## config.mk

```make
export PLATFORM = sky130hd
export DESIGN_NAME = cmdq_engine
export DESIGN_NICKNAME = d
export VERILOG_FILES = /design/src/rtl/cmdq_pkg.sv /design/src/rtl/cmdq_ring_ptr.sv /design/src/rtl/cmdq_pending.sv /design/src/rtl/cmdq_ctrl.sv /design/src/rtl/cmdq_engine.sv
export SDC_FILE = /design/constraint.sdc
export NUM_CORES = 1
export LEC_CHECK = 0
export ABC_AREA = 1
export BUFFER_PORTS_ARGS = -buffer_cell sky130_fd_sc_hd__buf_2
export CAP_MARGIN = 40
export CORE_AREA = 2 2 132 134
export CTS_BUF_LIST = sky130_fd_sc_hd__clkbuf_8
export DETAILED_ROUTE_END_ITERATION = 8
export DIE_AREA = 0 0 134 136
export PLACE_DENSITY = 0.77
export SYNTH_ARGS = -nofsm -noshare
export SYNTH_HDL_FRONTEND = slang
export SYNTH_HIERARCHICAL = 1
export SYNTH_SLANG_ARGS = --single-unit
```

## constraint.sdc

```tcl
create_clock -name clk -period 4.7 [get_ports clk]
set_input_delay 0.47 -clock clk [delete_from_list [all_inputs] [get_ports clk]]
set_output_delay 0.47 -clock clk [all_outputs]
set_load 0.02 [all_outputs]
```

## src/rtl/cmdq_pkg.sv

```systemverilog
`timescale 1ns/1ps
// Shared constants and types for the ring-fed command sequencer.
// Assumes 16-byte descriptors with fixed field positions.
package cmdq_pkg;

    localparam int DESC_W      = 128;
    localparam int SLOT_LG     = 4;     // log2 of descriptor bytes
    localparam int OP_LSB      = 0;
    localparam int OP_W        = 4;
    localparam int SID_LSB     = 16;
    localparam int DATA_LSB    = 32;
    localparam int DATA_W      = 32;
    localparam int ADDR_LSB    = 64;

    localparam logic [OP_W-1:0] OP_FLUSH_ALL = 4'd1;
    localparam logic [OP_W-1:0] OP_FLUSH_SID = 4'd2;
    localparam logic [OP_W-1:0] OP_BARRIER   = 4'd3;
    localparam logic [OP_W-1:0] OP_CTX_UPD   = 4'd4;

    typedef enum logic [2:0] {
        ST_IDLE,
        ST_FETCH,
        ST_EXEC,
        ST_DRAIN,
        ST_WRITE,
        ST_HALT
    } seq_state_e;

    typedef enum logic [2:0] {
        K_FLUSH_ALL,
        K_FLUSH_SID,
        K_BARRIER,
        K_CTX_UPD,
        K_BAD
    } cmd_kind_e;

    // Map a raw opcode onto a command kind; unknown values are K_BAD.
    function automatic cmd_kind_e op_to_kind(input logic [OP_W-1:0] op);
        cmd_kind_e k;
        case (op)
            OP_FLUSH_ALL: k = K_FLUSH_ALL;
            OP_FLUSH_SID: k = K_FLUSH_SID;
            OP_BARRIER:   k = K_BARRIER;
            OP_CTX_UPD:   k = K_CTX_UPD;
            default:      k = K_BAD;
        endcase
        return k;
    endfunction

endpackage

```

## src/rtl/cmdq_ring_ptr.sv

```systemverilog
`timescale 1ns/1ps
// Head and tail pointer registers of the descriptor ring.
// Head steps with wrap at cfg_size; software writes are range-filtered.
// Assumes cfg_size is stable and at least 1 while the engine runs.
module cmdq_ring_ptr #(
    parameter int PW = 8
) (
    input  logic          clk,
    input  logic          rst_n,
    input  logic [PW:0]   cfg_size,
    input  logic          tail_wr_en,
    input  logic [PW-1:0] tail_wr_data,
    input  logic          head_wr_en,
    input  logic [PW-1:0] head_wr_data,
    input  logic          head_wr_allow,
    input  logic          step,
    output logic [PW-1:0] head_q,
    output logic [PW-1:0] tail_q,
    output logic          empty
);

    logic [PW:0]   head_inc;
    logic [PW-1:0] head_wrapped;
    logic          tail_ok;
    logic          head_ok;

    // Next head slot with wrap to zero at the ring size.
    always_comb begin
        head_inc     = {1'b0, head_q} + {{PW{1'b0}}, 1'b1};
        head_wrapped = (head_inc >= cfg_size) ? '0 : head_inc[PW-1:0];
    end

    // Software writes are accepted only when in range (and head only when allowed).
    always_comb begin
        tail_ok = tail_wr_en && ({1'b0, tail_wr_data} < cfg_size);
        head_ok = head_wr_en && head_wr_allow && ({1'b0, head_wr_data} < cfg_size);
    end

    // Head register: hardware step has priority over a software write.
    always_ff @(posedge clk) begin
        if (!rst_n) begin
            head_q <= '0;
        end else if (step) begin
            head_q <= head_wrapped;
        end else if (head_ok) begin
            head_q <= head_wr_data;
        end
    end

    // Tail register: owned by software.
    always_ff @(posedge clk) begin
        if (!rst_n) begin
            tail_q <= '0;
        end else if (tail_ok) begin
            tail_q <= tail_wr_data;
        end
    end

    assign empty = (head_q == tail_q);

endmodule

```

## src/rtl/cmdq_pending.sv

```systemverilog
`timescale 1ns/1ps
// Counts accepted strobes that have not yet reported done.
// Two done sources may pulse in the same cycle; spurious dones saturate at zero.
module cmdq_pending #(
    parameter int MAX_OUT = 4
) (
    input  logic clk,
    input  logic rst_n,
    input  logic issue,
    input  logic done_a,
    input  logic done_b,
    output logic full,
    output logic zero
);

    localparam int CW  = $clog2(MAX_OUT + 1);
    localparam int CW1 = CW + 1;
    localparam logic [CW-1:0] CAP = CW'(MAX_OUT);

    logic [CW-1:0] cnt;
    logic [CW:0]   up;
    logic [CW:0]   dn;
    logic [CW:0]   nxt;

    // Net change of the in-flight count this cycle.
    always_comb begin
        up  = {1'b0, cnt} + CW1'(issue);
        dn  = CW1'(done_a) + CW1'(done_b);
        nxt = (up > dn) ? (up - dn) : '0;
    end

    // In-flight counter register.
    always_ff @(posedge clk) begin
        if (!rst_n) begin
            cnt <= '0;
        end else begin
            cnt <= nxt[CW-1:0];
        end
    end

    assign full = (cnt >= CAP);
    assign zero = (cnt == '0);

endmodule

```

## src/rtl/cmdq_ctrl.sv

```systemverilog
`timescale 1ns/1ps
// Sequencer state machine: fetch, decode, issue, barrier drain, token write, halt.
// Assumes one memory transaction at a time, acknowledged by mem_ack.
module cmdq_ctrl
    import cmdq_pkg::*;
#(
    parameter int AW   = 32,
    parameter int PW   = 8,
    parameter int SIDW = 16
) (
    input  logic                clk,
    input  logic                rst_n,
    input  logic                empty,
    input  logic [PW-1:0]       head_q,
    input  logic [AW-1:0]       cfg_base,
    input  logic                err_clr,
    input  logic                pend_full,
    input  logic                pend_zero,
    output logic                mem_req,
    output logic                mem_we,
    output logic [AW-1:0]       mem_addr,
    output logic [DATA_W-1:0]   mem_wdata,
    input  logic                mem_ack,
    input  logic [DESC_W-1:0]   mem_rdata,
    output logic                inv_valid,
    input  logic                inv_ready,
    output logic                inv_all,
    output logic [SIDW-1:0]     inv_sid,
    output logic                ctx_valid,
    input  logic                ctx_ready,
    output logic [SIDW-1:0]     ctx_sid,
    output logic [DATA_W-1:0]   ctx_data,
    output logic                issue,
    output logic                step,
    output logic                ptr_wr_allow,
    output logic                err_flag
);

    seq_state_e          state_q, state_d;
    logic [DESC_W-1:0]   desc_q;
    cmd_kind_e           kind;
    logic                is_flush;
    logic [AW-1:0]       fetch_addr;

    // Decode the latched descriptor.
    always_comb begin
        kind     = op_to_kind(desc_q[OP_LSB +: OP_W]);
        is_flush = (kind == K_FLUSH_ALL) || (kind == K_FLUSH_SID);
    end

    // Byte address of the head slot.
    assign fetch_addr = cfg_base + AW'({head_q, {SLOT_LG{1'b0}}});

    // Strobe outputs: presented only in EXEC and only with room in flight.
    always_comb begin
        inv_valid = (state_q == ST_EXEC) && is_flush && !pend_full;
        inv_all   = (kind == K_FLUSH_ALL);
        inv_sid   = desc_q[SID_LSB +: SIDW];
        ctx_valid = (state_q == ST_EXEC) && (kind == K_CTX_UPD) && !pend_full;
        ctx_sid   = desc_q[SID_LSB +: SIDW];
        ctx_data  = desc_q[DATA_LSB +: DATA_W];
        issue     = (inv_valid && inv_ready) || (ctx_valid && ctx_ready);
    end

    // Memory port: descriptor reads in FETCH, token write in WRITE.
    always_comb begin
        mem_req   = (state_q == ST_FETCH) || (state_q == ST_WRITE);
        mem_we    = (state_q == ST_WRITE);
        mem_addr  = (state_q == ST_WRITE) ? desc_q[ADDR_LSB +: AW] : fetch_addr;
        mem_wdata = desc_q[DATA_LSB +: DATA_W];
    end

    // Pointer control and status.
    always_comb begin
        step         = issue || ((state_q == ST_WRITE) && mem_ack);
        ptr_wr_allow = (state_q == ST_IDLE) || (state_q == ST_HALT);
        err_flag     = (state_q == ST_HALT);
    end

    // Next-state selection.
    always_comb begin
        state_d = state_q;
        case (state_q)
            ST_IDLE:  if (!empty) state_d = ST_FETCH;
            ST_FETCH: if (mem_ack) state_d = ST_EXEC;
            ST_EXEC: begin
                case (kind)
                    K_FLUSH_ALL, K_FLUSH_SID, K_CTX_UPD: if (issue) state_d = ST_IDLE;
                    K_BARRIER: state_d = ST_DRAIN;
                    default:   state_d = ST_HALT;
                endcase
            end
            ST_DRAIN: if (pend_zero) state_d = ST_WRITE;
            ST_WRITE: if (mem_ack) state_d = ST_IDLE;
            ST_HALT:  if (err_clr) state_d = ST_IDLE;
            default:  state_d = ST_IDLE;
        endcase
    end

    // State register.
    always_ff @(posedge clk) begin
        if (!rst_n) begin
            state_q <= ST_IDLE;
        end else begin
            state_q <= state_d;
        end
    end

    // Descriptor holding register, loaded on the fetch acknowledge.
    always_ff @(posedge clk) begin
        if (!rst_n) begin
            desc_q <= '0;
        end else if ((state_q == ST_FETCH) && mem_ack) begin
            desc_q <= mem_rdata;
        end
    end

endmodule

```

## src/rtl/cmdq_engine.sv

```systemverilog
`timescale 1ns/1ps
// Top of the ring-fed command sequencer: pointers, in-flight tracking, control.
// Assumes configuration inputs change only while the ring is empty.
module cmdq_engine
    import cmdq_pkg::*;
#(
    parameter int AW      = 32,
    parameter int PW      = 8,
    parameter int SIDW    = 16,
    parameter int MAX_OUT = 4
) (
    input  logic              clk,
    input  logic              rst_n,
    input  logic [AW-1:0]     cfg_base,
    input  logic [PW:0]       cfg_size,
    input  logic              tail_wr_en,
    input  logic [PW-1:0]     tail_wr_data,
    input  logic              head_wr_en,
    input  logic [PW-1:0]     head_wr_data,
    output logic [PW-1:0]     head_q,
    output logic [PW-1:0]     tail_q,
    output logic              err_flag,
    input  logic              err_clr,
    output logic              mem_req,
    output logic              mem_we,
    output logic [AW-1:0]     mem_addr,
    output logic [31:0]       mem_wdata,
    input  logic              mem_ack,
    input  logic [127:0]      mem_rdata,
    output logic              inv_valid,
    input  logic              inv_ready,
    output logic              inv_all,
    output logic [SIDW-1:0]   inv_sid,
    input  logic              inv_done,
    output logic              ctx_valid,
    input  logic              ctx_ready,
    output logic [SIDW-1:0]   ctx_sid,
    output logic [31:0]       ctx_data,
    input  logic              ctx_done
);

    logic empty;
    logic step;
    logic issue;
    logic ptr_wr_allow;
    logic pend_full;
    logic pend_zero;

    cmdq_ring_ptr #(.PW(PW)) u_ptr (
        .clk          (clk),
        .rst_n        (rst_n),
        .cfg_size     (cfg_size),
        .tail_wr_en   (tail_wr_en),
        .tail_wr_data (tail_wr_data),
        .head_wr_en   (head_wr_en),
        .head_wr_data (head_wr_data),
        .head_wr_allow(ptr_wr_allow),
        .step         (step),
        .head_q       (head_q),
        .tail_q       (tail_q),
        .empty        (empty)
    );

    cmdq_pending #(.MAX_OUT(MAX_OUT)) u_pend (
        .clk    (clk),
        .rst_n  (rst_n),
        .issue  (issue),
        .done_a (inv_done),
        .done_b (ctx_done),
        .full   (pend_full),
        .zero   (pend_zero)
    );

    cmdq_ctrl #(.AW(AW), .PW(PW), .SIDW(SIDW)) u_ctrl (
        .clk          (clk),
        .rst_n        (rst_n),
        .empty        (empty),
        .head_q       (head_q),
        .cfg_base     (cfg_base),
        .err_clr      (err_clr),
        .pend_full    (pend_full),
        .pend_zero    (pend_zero),
        .mem_req      (mem_req),
        .mem_we       (mem_we),
        .mem_addr     (mem_addr),
        .mem_wdata    (mem_wdata),
        .mem_ack      (mem_ack),
        .mem_rdata    (mem_rdata),
        .inv_valid    (inv_valid),
        .inv_ready    (inv_ready),
        .inv_all      (inv_all),
        .inv_sid      (inv_sid),
        .ctx_valid    (ctx_valid),
        .ctx_ready    (ctx_ready),
        .ctx_sid      (ctx_sid),
        .ctx_data     (ctx_data),
        .issue        (issue),
        .step         (step),
        .ptr_wr_allow (ptr_wr_allow),
        .err_flag     (err_flag)
    );

endmodule

```

==> impl_metrics.py <==
metrics = {
    "clocking": {
        "clkTransAtPathRegs_ns": 0.12,
        "htreeDepth": 3,
        "cts.path.max_buffers": 2,
        "cts_setup_buffers": 0,
        "clock-sinks": 106,
        "tritoncts": "yes",
        "clock-root-buffer": "clkbuf_8",
        "cts_resized": 0,
        "cts_made_buffers": 9,
        "hold_buffers": 0,
        "clk_latency_ns": 0.39,
    },
    "synthesis": {
        "syn_area_um2": 7340,
        "yosys_warnings": 6,
        "synth_cell_type_count": 41,
        "synth_cells": 1144,
        "synth-seq-cells": 106,
        "yosysSeqAreaShare": 0.289,
        "syn_nets": 1378,
        "synth_edf_count": 0,
        "synth_ff_type": "dfxtp_1",
        "avgSynthCellArea_um2": 6.41,
        "synthArstFlopShare": 0,
    },
    "grt": {
        "antenna_found_initial": 2,
        "met3_usage": 0.0470,
        "grt_pass1_vias": 6744,
        "top_usage_layer": "met2",
        "grt_use_total": 0.223,
        "grt_pass1_wl_um": 32800,
        "grt_overflow": 0,
        "grtUsageMet1": 0.287,
        "met2_usage": 0.376,
        "grt_max_degree": 82,
    },
    "floorplan": {
        "num_io_pins": 345,
        "core_um2": 16900,
        "die-height_um": 136,
        "initial_utilization": 0.435,
        "rows": 48,
        "die_x_um": 134,
        "die_area_um2": 18200,
    },
    "setup_path": {
        "worstPathRequired_ns": 4.23,
        "critical_path_class": "flop to output pin",
        "timing.rr.start": "u_ptr/head_q[1]",
        "cp.arrival_ns": 2.72,
        "cp-end-kind": "output pin",
        "start_kind": "flop",
        "path_max_fanout": 7,
        "startpoint": "u_ptr/head_q[0]",
    },
    "cells_and_area": {
        "multiInputGateArea_um2": 3870,
        "regArea_um2": 2120,
        "area_growth_pct": 14.8,
        "drive_above_1_share": 0.266,
        "nets": 1560,
        "fill_cells": 1740,
        "stdcell_area_um2": 8420,
        "utilization": 0.499,
    },
    "detailed_routing": {
        "first_pass_iters": 5,
        "viasPerCell": 4.79,
        "num_vias": 7466,
        "drtIter0Drc": 378,
        "antenna_left": 0,
        "wl_per_cell_um": 13.6,
        "postRouteWirelength_um": 21200,
        "drc": 0,
    },
    "sta": {
        "period_share": 0.679,
        "fin_tns_setup_ns": 0,
        "relSlewSlack": 0.445,
        "min_period_ns": 3.19,
        "hold_viol_final": 0,
        "worst_slew_pin_slew_ns": 0.833,
        "maxSlewViolCount": 0,
        "holdWs_ns": 0.295,
        "rsz0062_at_grt": "false",
        "setup_viol": 0,
        "finClkSkew_ns": 0.0233,
        "max_freq_ghz": 0.313,
    },
    "power": {
        "p_leak_uw": 0.00484,
        "seq_power_share": 0.337,
        "intPower_uw": 1990,
        "power_frac_clock": 0.141,
        "p_total_uw": 3930,
        "power_density_nw_per_um2": 466,
        "p_switching_uw": 1940,
        "max-vdd-ir-drop_uv": 293,
        "p_comb_frac": 0.522,
        "swShare": 0.493,
    },
    "placed_design": {
        "dpl.hpwl_um": 16200,
        "portBuffers": 300,
        "dpl_cell_area_um2": 8230,
        "place_congestion": 0.951,
    },
    "outcome": {
        "status": "completed",
    },
    "flow_run": {
        "maxCapViolations": 0,
    },
    "worst_hold_path": {
        "min_path_type": "primary input to flop",
        "worstHoldStart": "mem_rdata[46]",
    },
}
-- per-stage QoR --
stage	instances	setup WS (ns)
finish	1558	1.51
global route	1557	1.27
CTS	1555	1.46
detailed placement	1540	1.87
global placement	1540	1.92
floorplan	1144	2.02
-- worst paths after layout --
path                                           to  slack (ns)  cells after the start
worst max register to register    u_ptr/head_q[7]        2.30                     13
worst min-delay path            u_ctrl/desc_q[46]        0.30                      3
worst min register to register   u_ctrl/desc_q[3]        0.49                      2
worst max-delay path                 mem_addr[28]        1.51                     13
-- cell usage in the layout (no fill, tap or decap), types with 2 or more instances in the layout --
cell type	instances
xor2_1	6
o211ai_1	3
inv_8	2
nand3b_1	3
nand4_1	8
or2_2	2
diode_2	3
buf_2	300
nor2_1	244
buf_4	5
nand3_1	65
nand2_1	259
nor2_2	2
nor3_2	3
xnor2_1	10
nand3_2	5
fa_1	2
inv_1	102
ha_1	37
nor3_1	5
clkbuf_8	9
dfxtp_1	106
inv_2	7
a21o_1	2
inv_6	2
o21ai_0	103
a21oi_1	14
nand2_4	2
nand2_2	6
nor2_4	2
clkinv_4	2
-- state kept, by name, indices dropped and copies added (netlist names) --
| signal | count |
|---|---|
| u_ctrl/desc_q | 84 |
| u_ptr/tail_q | 8 |
| u_ptr/head_q | 8 |
| u_ctrl/state_q | 3 |
| u_pend/cnt | 3 |
-- cell type report --
class / instances / area share
multi-input combinational: 793 / 0.460
inverter: 111 / 0.0498
antenna: 3 / 0.000891
sequential: 106 / 0.252
clock buffer: 9 / 0.0147
tap: 225 / 0.0334
clock inverter: 6 / 0.00683
timing repair buffer: 305 / 0.183
-- kinds of logic after synthesis --
logic type,share of synthesized area
and+or+nand+nor,0.348
buffers and inverters,0.183
AOI/OAI and AO/OA,0.0922
DFF,0.289
adders and majority gates,0.0685
xor gates and xnor gates,0.0191
-- power by group through the flow --
stage	Combinational (uW)	Sequential, uW	Clock [uW]
after global placement	2010	1340	0
after floorplan	1680	1310	0
after CTS	2060	1320	575
after detailed placement	2050	1340	0
final	2050	1330	553
after global routing	2270	1360	605
-- metal layers --
layer	up-vias	part of all wire
met1	3321	0.42
met3	25	0.079
met4	0	0.017
li1	3842	-
met2	278	0.48
met5	-	0
-- synth_stat cells (all sizes together) (3+ instances only) --
cell | instances | area [um2]
buf | 114 | 848
inv | 110 | 415
or2 | 3 | 18.8
xor2 | 6 | 52.6
dfxtp | 106 | 2120
nor2 | 249 | 971
nand3 | 70 | 375
a21oi | 16 | 95.1
nand2 | 267 | 1030
nand4 | 9 | 71.3
o211ai | 3 | 22.5
nor3 | 8 | 55.1
xnor2 | 10 | 87.6
o21ai | 103 | 515
nand3b | 3 | 22.5
ha | 37 | 463
clkbuf | 20 | 76.3
-- critical path, stage by stage (launching register included) --
cell      delay [ns]
dfxtp_1         0.50
ha_1            0.27
inv_1           0.07
fa_1            0.40
inv_1           0.07
nand3_1         0.06
nand2_1         0.16
nand2_1         0.08
nand2_1         0.23
nand3b_1        0.12
nand2_1         0.11
nand2_1         0.06
nand2_1         0.07
buf_2           0.16
No activity file was read; power rests on OpenSTA's default activity.
